[config.mk]
export PLATFORM = sky130hd
export DESIGN_NAME = cell_rx_responder
export DESIGN_NICKNAME = d
export VERILOG_FILES = /design/src/rtl/cell_rx_pkg.sv /design/src/rtl/cell_rx_ctrl.sv /design/src/rtl/cell_rx_dpath.sv /design/src/rtl/cell_rx_responder.sv
export SDC_FILE = /design/constraint.sdc
export NUM_CORES = 2
export LEC_CHECK = 0
export ABC_AREA = 1
export CORE_MARGIN = 10
export CORE_UTILIZATION = 30
export DETAILED_ROUTE_END_ITERATION = 7
export HOLD_SLACK_MARGIN = 0.15
export PLACE_DENSITY = 0.46
export SLEW_MARGIN = 25
export SYNTH_ARGS = -nofsm -noshare
export SYNTH_HDL_FRONTEND = slang
export SYNTH_SLANG_ARGS = --single-unit
[constraint.sdc]
create_clock -name clk -period 3.03 [get_ports clk]
set_clock_uncertainty 0.2 [all_clocks]
set_input_delay 0.303 -clock clk [delete_from_list [all_inputs] [get_ports clk]]
set_output_delay 0.303 -clock clk [all_outputs]
set_load 0.1 [all_outputs]
[src/rtl/cell_rx_pkg.sv]
package cell_rx_pkg;

  // Fixed carrier widths for the control-to-datapath strobes; the
  // datapath slices the low bits it needs.
  localparam int LOC_W  = 12;
  localparam int PIDX_W = 4;

  typedef struct packed {
    logic              wrStb;
    logic [PIDX_W-1:0] wrPort;
    logic [LOC_W-1:0]  wrLoc;
    logic              rdStb;
    logic [PIDX_W-1:0] rdPort;
    logic [LOC_W-1:0]  rdLoc;
    logic              rdSoc;
  } strobe_t;

endpackage

[src/rtl/cell_rx_ctrl.sv]
module cell_rx_ctrl
  import cell_rx_pkg::*;
#(
  parameter int NUM_PORTS  = 4,
  parameter int CELL_BYTES = 53,
  parameter int DEPTH      = 2,
  parameter int ADDR_W     = 5,
  localparam int PORT_W    = (NUM_PORTS > 1) ? $clog2(NUM_PORTS) : 1
) (
  input  logic                 clk,
  input  logic                 rstN,
  input  logic                 wrValid,
  input  logic [PORT_W-1:0]    wrPort,
  input  logic                 rdEn,
  input  logic [ADDR_W-1:0]    rdAddr,
  output strobe_t              strb,
  output logic [NUM_PORTS-1:0] cellAvail,
  output logic [NUM_PORTS-1:0] overflow
);

  localparam int OFF_W  = $clog2(CELL_BYTES);
  localparam int SLOT_W = (DEPTH > 1) ? $clog2(DEPTH) : 1;
  localparam int CNT_W  = $clog2(DEPTH + 1);
  localparam logic [OFF_W-1:0]  LAST_OFF  = OFF_W'(CELL_BYTES - 1);
  localparam logic [SLOT_W-1:0] LAST_SLOT = SLOT_W'(DEPTH - 1);
  localparam logic [CNT_W-1:0]  FULL_CNT  = CNT_W'(DEPTH);

  // Per-port state
  logic [OFF_W-1:0]  wrOff   [NUM_PORTS];
  logic [SLOT_W-1:0] wrSlot  [NUM_PORTS];
  logic [OFF_W-1:0]  rdOff   [NUM_PORTS];
  logic [SLOT_W-1:0] rdSlot  [NUM_PORTS];
  logic [CNT_W-1:0]  queued  [NUM_PORTS];  // complete, not yet started
  logic [CNT_W-1:0]  used    [NUM_PORTS];  // slots held, incl. cell in read
  logic [NUM_PORTS-1:0] dropping;
  logic [NUM_PORTS-1:0] ovfReg;

  // Per-port decisions for the coming edge
  logic [NUM_PORTS-1:0] wrThis, firstByte, accept, reject, startAcc, cellDone;
  logic [NUM_PORTS-1:0] rdGo, rdStart, rdEnd;

  always_comb begin
    strb = '0;
    for (int p = 0; p < NUM_PORTS; p++) begin
      wrThis[p]    = wrValid && (wrPort == PORT_W'(p));
      firstByte[p] = (wrOff[p] == '0);
      reject[p]    = wrThis[p] && firstByte[p] && (used[p] >= FULL_CNT);
      accept[p]    = wrThis[p] && (firstByte[p] ? (used[p] < FULL_CNT) : !dropping[p]);
      startAcc[p]  = accept[p] && firstByte[p];
      cellDone[p]  = accept[p] && (wrOff[p] == LAST_OFF);
      rdGo[p]      = rdEn && (rdAddr == ADDR_W'(p)) &&
                     ((rdOff[p] != '0) || (queued[p] != '0));
      rdStart[p]   = rdGo[p] && (rdOff[p] == '0);
      rdEnd[p]     = rdGo[p] && (rdOff[p] == LAST_OFF);
      if (accept[p]) begin
        strb.wrStb  = 1'b1;
        strb.wrPort = PIDX_W'(p);
        strb.wrLoc  = LOC_W'(int'(wrSlot[p]) * CELL_BYTES + int'(wrOff[p]));
      end
      if (rdGo[p]) begin
        strb.rdStb  = 1'b1;
        strb.rdPort = PIDX_W'(p);
        strb.rdLoc  = LOC_W'(int'(rdSlot[p]) * CELL_BYTES + int'(rdOff[p]));
        strb.rdSoc  = (rdOff[p] == '0);
      end
    end
  end

  always_ff @(posedge clk) begin
    if (!rstN) begin
      for (int p = 0; p < NUM_PORTS; p++) begin
        wrOff[p]  <= '0;
        wrSlot[p] <= '0;
        rdOff[p]  <= '0;
        rdSlot[p] <= '0;
        queued[p] <= '0;
        used[p]   <= '0;
      end
      dropping <= '0;
      ovfReg   <= '0;
    end else begin
      for (int p = 0; p < NUM_PORTS; p++) begin
        if (wrThis[p]) begin
          wrOff[p] <= (wrOff[p] == LAST_OFF) ? '0 : wrOff[p] + 1'b1;
          if (firstByte[p]) dropping[p] <= reject[p];
          if (reject[p]) ovfReg[p] <= 1'b1;
        end
        if (cellDone[p])
          wrSlot[p] <= (wrSlot[p] == LAST_SLOT) ? '0 : wrSlot[p] + 1'b1;
        if (rdGo[p]) begin
          rdOff[p] <= rdEnd[p] ? '0 : rdOff[p] + 1'b1;
          if (rdEnd[p])
            rdSlot[p] <= (rdSlot[p] == LAST_SLOT) ? '0 : rdSlot[p] + 1'b1;
        end
        queued[p] <= queued[p] + CNT_W'(cellDone[p]) - CNT_W'(rdStart[p]);
        used[p]   <= used[p] + CNT_W'(startAcc[p]) - CNT_W'(rdEnd[p]);
      end
    end
  end

  for (genvar g = 0; g < NUM_PORTS; g++) begin : gStatus
    assign cellAvail[g] = (queued[g] != '0);
    assign overflow[g]  = ovfReg[g];

    // occupancy never exceeds the buffer, waiting cells fit inside it
    p_fill_bound_r9: assert property (@(posedge clk) disable iff (!rstN)
      (used[g] <= FULL_CNT) && (queued[g] <= used[g]));

    // overflow is sticky until reset
    p_ovf_sticky_r9: assert property (@(posedge clk) disable iff (!rstN)
      overflow[g] |=> overflow[g]);

    // a port only becomes available after a load byte for it
    p_avail_rise_r2: assert property (@(posedge clk) disable iff (!rstN)
      $rose(cellAvail[g]) |-> $past(wrValid && (wrPort == PORT_W'(g))));

    // availability only drops when this port was read
    p_avail_fall_r3: assert property (@(posedge clk) disable iff (!rstN)
      $fell(cellAvail[g]) |-> $past(rdEn && (rdAddr == ADDR_W'(g))));
  end

endmodule

[src/rtl/cell_rx_dpath.sv]
module cell_rx_dpath
  import cell_rx_pkg::*;
#(
  parameter int NUM_PORTS  = 4,
  parameter int CELL_BYTES = 53,
  parameter int DEPTH      = 2,
  parameter int DATA_W     = 8
) (
  input  logic              clk,
  input  logic              rstN,
  input  strobe_t           strb,
  input  logic [DATA_W-1:0] wrData,
  output logic [DATA_W-1:0] rxData,
  output logic              rxSoc,
  output logic              rxValid
);

  localparam int PORT_W    = (NUM_PORTS > 1) ? $clog2(NUM_PORTS) : 1;
  localparam int BUF_BYTES = DEPTH * CELL_BYTES;
  localparam int BUF_W     = (BUF_BYTES > 1) ? $clog2(BUF_BYTES) : 1;

  logic [DATA_W-1:0] cellMem [NUM_PORTS][BUF_BYTES];

  logic [PORT_W-1:0] wrPortIdx, rdPortIdx;
  logic [BUF_W-1:0]  wrLocIdx, rdLocIdx;
  logic              unusedHighBits;

  assign wrPortIdx = strb.wrPort[PORT_W-1:0];
  assign rdPortIdx = strb.rdPort[PORT_W-1:0];
  assign wrLocIdx  = strb.wrLoc[BUF_W-1:0];
  assign rdLocIdx  = strb.rdLoc[BUF_W-1:0];
  assign unusedHighBits = ^{strb.wrPort[PIDX_W-1:PORT_W], strb.rdPort[PIDX_W-1:PORT_W],
                            strb.wrLoc[LOC_W-1:BUF_W], strb.rdLoc[LOC_W-1:BUF_W]};

  always_ff @(posedge clk) begin
    if (strb.wrStb) cellMem[wrPortIdx][wrLocIdx] <= wrData;
  end

  always_ff @(posedge clk) begin
    if (!rstN) begin
      rxValid <= 1'b0;
      rxSoc   <= 1'b0;
      rxData  <= '0;
    end else begin
      rxValid <= strb.rdStb;
      rxSoc   <= strb.rdStb && strb.rdSoc;
      rxData  <= strb.rdStb ? cellMem[rdPortIdx][rdLocIdx] : '0;
    end
  end

  // a byte is never loaded into the location being sent in the same cycle
  p_no_rw_collision_r6: assert property (@(posedge clk) disable iff (!rstN)
    (strb.wrStb && strb.rdStb) |-> !((wrPortIdx == rdPortIdx) && (wrLocIdx == rdLocIdx)));

endmodule

[src/rtl/cell_rx_responder.sv]
module cell_rx_responder
  import cell_rx_pkg::*;
#(
  parameter int NUM_PORTS  = 4,
  parameter int CELL_BYTES = 53,
  parameter int DEPTH      = 2,
  parameter int DATA_W     = 8,
  parameter int ADDR_W     = 5,
  localparam int PORT_W    = (NUM_PORTS > 1) ? $clog2(NUM_PORTS) : 1
) (
  input  logic                 clk,
  input  logic                 rstN,
  input  logic                 wrValid,
  input  logic [PORT_W-1:0]    wrPort,
  input  logic [DATA_W-1:0]    wrData,
  input  logic                 rdEn,
  input  logic [ADDR_W-1:0]    rdAddr,
  output logic [DATA_W-1:0]    rxData,
  output logic                 rxSoc,
  output logic                 rxValid,
  output logic [NUM_PORTS-1:0] cellAvail,
  output logic [NUM_PORTS-1:0] overflow
);

  strobe_t strb;

  cell_rx_ctrl #(
    .NUM_PORTS(NUM_PORTS), .CELL_BYTES(CELL_BYTES), .DEPTH(DEPTH), .ADDR_W(ADDR_W)
  ) uCtrl (
    .clk(clk), .rstN(rstN), .wrValid(wrValid), .wrPort(wrPort),
    .rdEn(rdEn), .rdAddr(rdAddr), .strb(strb),
    .cellAvail(cellAvail), .overflow(overflow)
  );

  cell_rx_dpath #(
    .NUM_PORTS(NUM_PORTS), .CELL_BYTES(CELL_BYTES), .DEPTH(DEPTH), .DATA_W(DATA_W)
  ) uDpath (
    .clk(clk), .rstN(rstN), .strb(strb), .wrData(wrData),
    .rxData(rxData), .rxSoc(rxSoc), .rxValid(rxValid)
  );

  // the bus is driven only after an edge that sampled enable
  p_valid_needs_enable_r4: assert property (@(posedge clk) disable iff (!rstN)
    rxValid |-> $past(rdEn));

  // addresses above the last port never produce a byte
  p_valid_addr_range_r1: assert property (@(posedge clk) disable iff (!rstN)
    rxValid |-> ($past(rdAddr) < ADDR_W'(NUM_PORTS)));

  // an idle bus carries zero
  p_idle_bus_zero_r8: assert property (@(posedge clk) disable iff (!rstN)
    !$past(rdEn) |-> (!rxValid && !rxSoc && (rxData == '0)));

endmodule

==> results.ini <==
[status]
status=finished, violations left
violations=negative setup slack

[detailed_routing]
drc=0
wl_per_cell_um=22.49
via_per_inst=4.786
ant_nets=0
drt_wl_total_um=483500
num_vias=102900
first_iter_violations=8740
firstDrtPassIters=8

[clock_network]
ctsLongestPathBuffers=4
clock-sinks=3482
path_clk_slew_ps=60
clkLatencyLatePin_ps=1010
cts_buffers=393
h-tree-depth=5
root_buffer=clkbuf_16
cts_tree=yes

[timing]
rsz0062_at_grt=yes
tightest_slew_ps=987.2
slew_headroom_pct=34.19
fmax_mhz=276.7
setup_ws_ps=-583.4
finalSetupTns_ps=-1448070
period_share_pct=119.3
timing.final.crit_period_ps=3613
finalMaxSlewViolations=0
fin_hold_ws_ps=205.4
setup_viol=3400
finalHoldViolCount=0

[final_layout]
nFillCells=47710
drive_above_1_share_pct=20.37
final_cell_mix=edfxtp_1, nand2_1, nand3_1, inv_1, buf_4
layout_commonest_cell=edfxtp_1
syn_to_final_growth_pct=28.99
fin_cells=21500
nNetsFinal=14620

[power]
ir_drop_mv=0.4741
power_uw=106200
leakage_uw=0.07084
powerDensity_nw_per_um2=552.1

[synth]
yosysWarnings=0
synth_edf_count=3442
syn_avg_cell_area_um2=11.24
ys.flop_type=edfxtp_1
syn_area_um2=149200
syn_nets=13370
ys_seq_area_share_pct=69.81
syn_inst=13280
ys_ff_latch=3482
postSynth.asyncResetShare_pct=0
synth.distinct_cells=41

[grt]
grt_pass1_wl_um=697900
met2_usage_pct=29.49
grt_util_met3_pct=2.016
grt_max_degree=113
grt_pass1_vias=100300
grt.busiest_layer=met2
grtUsageMet1_pct=24.02
grtUsageTotal_pct=17.53
antenna_found_initial=18
grt_overflow=0

[min_path]
min_path_type=in -> reg
hold_depth=2

[setup_path]
crit_cells=27
end_kind=flip-flop
crit_type=reg -> reg
critPathBufInv=9
cp-start-kind=flip-flop
cp_top_family=buffers and inverters
arrival_ps=4320
max_stage_delay_ps=340
cpMostUsedCell=nand2_1
worstPathMaxFanout=7
r2r_cells=27
slowest_stage=edfxtp_1
critPathRequiredTime_ps=3730

[placed_design]
gp_congestion=0.8312
portBuffers=36
post-place-ws_ps=-1641
dp_hpwl_um=297100
dp_cells=20560

[floorplan]
dieArea_um2=526000
die_h_um=725.2
ios=37
fp-row-count=258
initial_core_util_pct=30.17
core_um2=494500
die_w_um=725.2

[run]
cap_violations=0

==> registers in the layout, summed over array words and instances (netlist names) <==
name and count:
uDpath.cellMem 3392, uCtrl.rdOff 24, uCtrl.wrOff 24, uCtrl.queued 8, uCtrl.used 8, uDpath.rxData 8
uCtrl.dropping 4, uCtrl.overflow 4, uCtrl.rdSlot 4, uCtrl.wrSlot 4, uDpath.rxSoc 1, uDpath.rxValid 1
==> worst register-to-register path, cell delays in order, from the launching register on <==
cell	delay [ps]
edfxtp_1	340
inv_1	50
ha_2	180
nand4_1	130
buf_4	160
nand2_8	70
nand2_4	120
buf_12	200
clkinv_16	150
buf_16	210
buf_12	160
buf_4	140
buf_4	140
nand2_1	50
nand2_1	60
nand2_1	80
nand2_1	60
nand2_1	60
nand3_1	80
nand3_1	80
nand2_1	50
nand2_1	70
a21oi_2	90
buf_4	170
nor2_4	190
nand2_1	90
nand2_1	70
nor2_1	40
==> metrics by stage <==
| stage | utilization [%] | cell area (µm²) |
|---|---|---|
| finish | 38.92 | 192500 |
| global route | 38.92 | 192500 |
| CTS | 38.57 | 190800 |
| detailed placement | 34.58 | 171000 |
| global placement | 34.58 | 171000 |
| floorplan | - | 150000 |
==> area by class of cell <==
cell class	instances	area, µm²	share of cell area, %
Sequential cell	3482	104200	54.12
Multi-Input combinational cell	7443	40860	21.23
Timing Repair Buffer	1702	20640	10.73
Clock buffer	485	10340	5.375
Tap cell	6630	8295	4.310
Inverter	1509	5757	2.991
Clock inverter	238	2350	1.221
Antenna cell	10	25.02	0.01300
Timing Repair inverter	2	20.02	0.01040
==> synthesized netlist by cell type (152+ instances only) <==
master / instances / share of area (%)
o211ai_1: 459 / 2.3
nand3b_1: 341 / 1.7
inv_1: 1498 / 3.8
o21ai_0: 665 / 2.2
buf_2: 236 / 0.79
nor2_1: 825 / 2.1
nand3_1: 1933 / 6.5
nand2_1: 2563 / 6.4
clkbuf_1: 453 / 1.1
buf_1: 152 / 0.38
edfxtp_1: 3442 / 69
a21oi_1: 431 / 1.4
==> path summary, 6_finish.rpt <==
kind | slack (ps) | startpoint | endpoint
max reg2reg | -580 | uCtrl.rdOff[1][0]$_SDFFCE_PP0P_ | uDpath.rxData[5]$_SDFF_PN0_
min | 210 | wrData[6] | uDpath.cellMem[0][606]$_DFFE_PP_
max | -580 | uCtrl.rdOff[1][0]$_SDFFCE_PP0P_ | uDpath.rxData[5]$_SDFF_PN0_
min reg2reg | 270 | uCtrl.used[0][1]$_SDFF_PN0_ | uCtrl.used[0][1]$_SDFF_PN0_
==> power by group <==
part	switching (µW)	internal, µW	leakage (µW)	total (µW)
Combinational	3850	1760	0.0333	5610
Clock	20100	27400	0.00617	47600
Sequential	43.7	53000	0.0313	53100
==> routing by layer <==
metal / part of all wire (%) / up-vias
li1: - / 48830
met1: 45 / 51010
met4: 2.6 / 4
met2: 48 / 2426
met3: 4.6 / 642
met5: 0.0056 / -
==> timing repair <==
| item | in CTS | in global routing |
|---|---|---|
| endpoints found under the hold margin | 3523 | 0 |
| buffers inserted | 123 | 20 |
| gates cloned | 36 | 14 |
| endpoints found under the setup margin | 3401 | 3403 |
| pin swaps | 160 | 73 |
| hold buffers | 22 | 0 |
| gates resized for setup | 1030 | 255 |
==> cell families (layout without fill, tap and decap cells) <==
kind of cell | count (synthesis) | count (layout) | synth area share [%]
xor+xnor | 33 | 33 | 0.1937
other cells | 0 | 10 | 0
buf+inv | 2350 | 3936 | 6.110
fa+ha+maj | 72 | 72 | 0.6038
compound gates | 1599 | 1599 | 6.219
simple gates | 5739 | 5739 | 17.07
flops | 3482 | 3482 | 69.81
(Power assumes the default switching activity.)
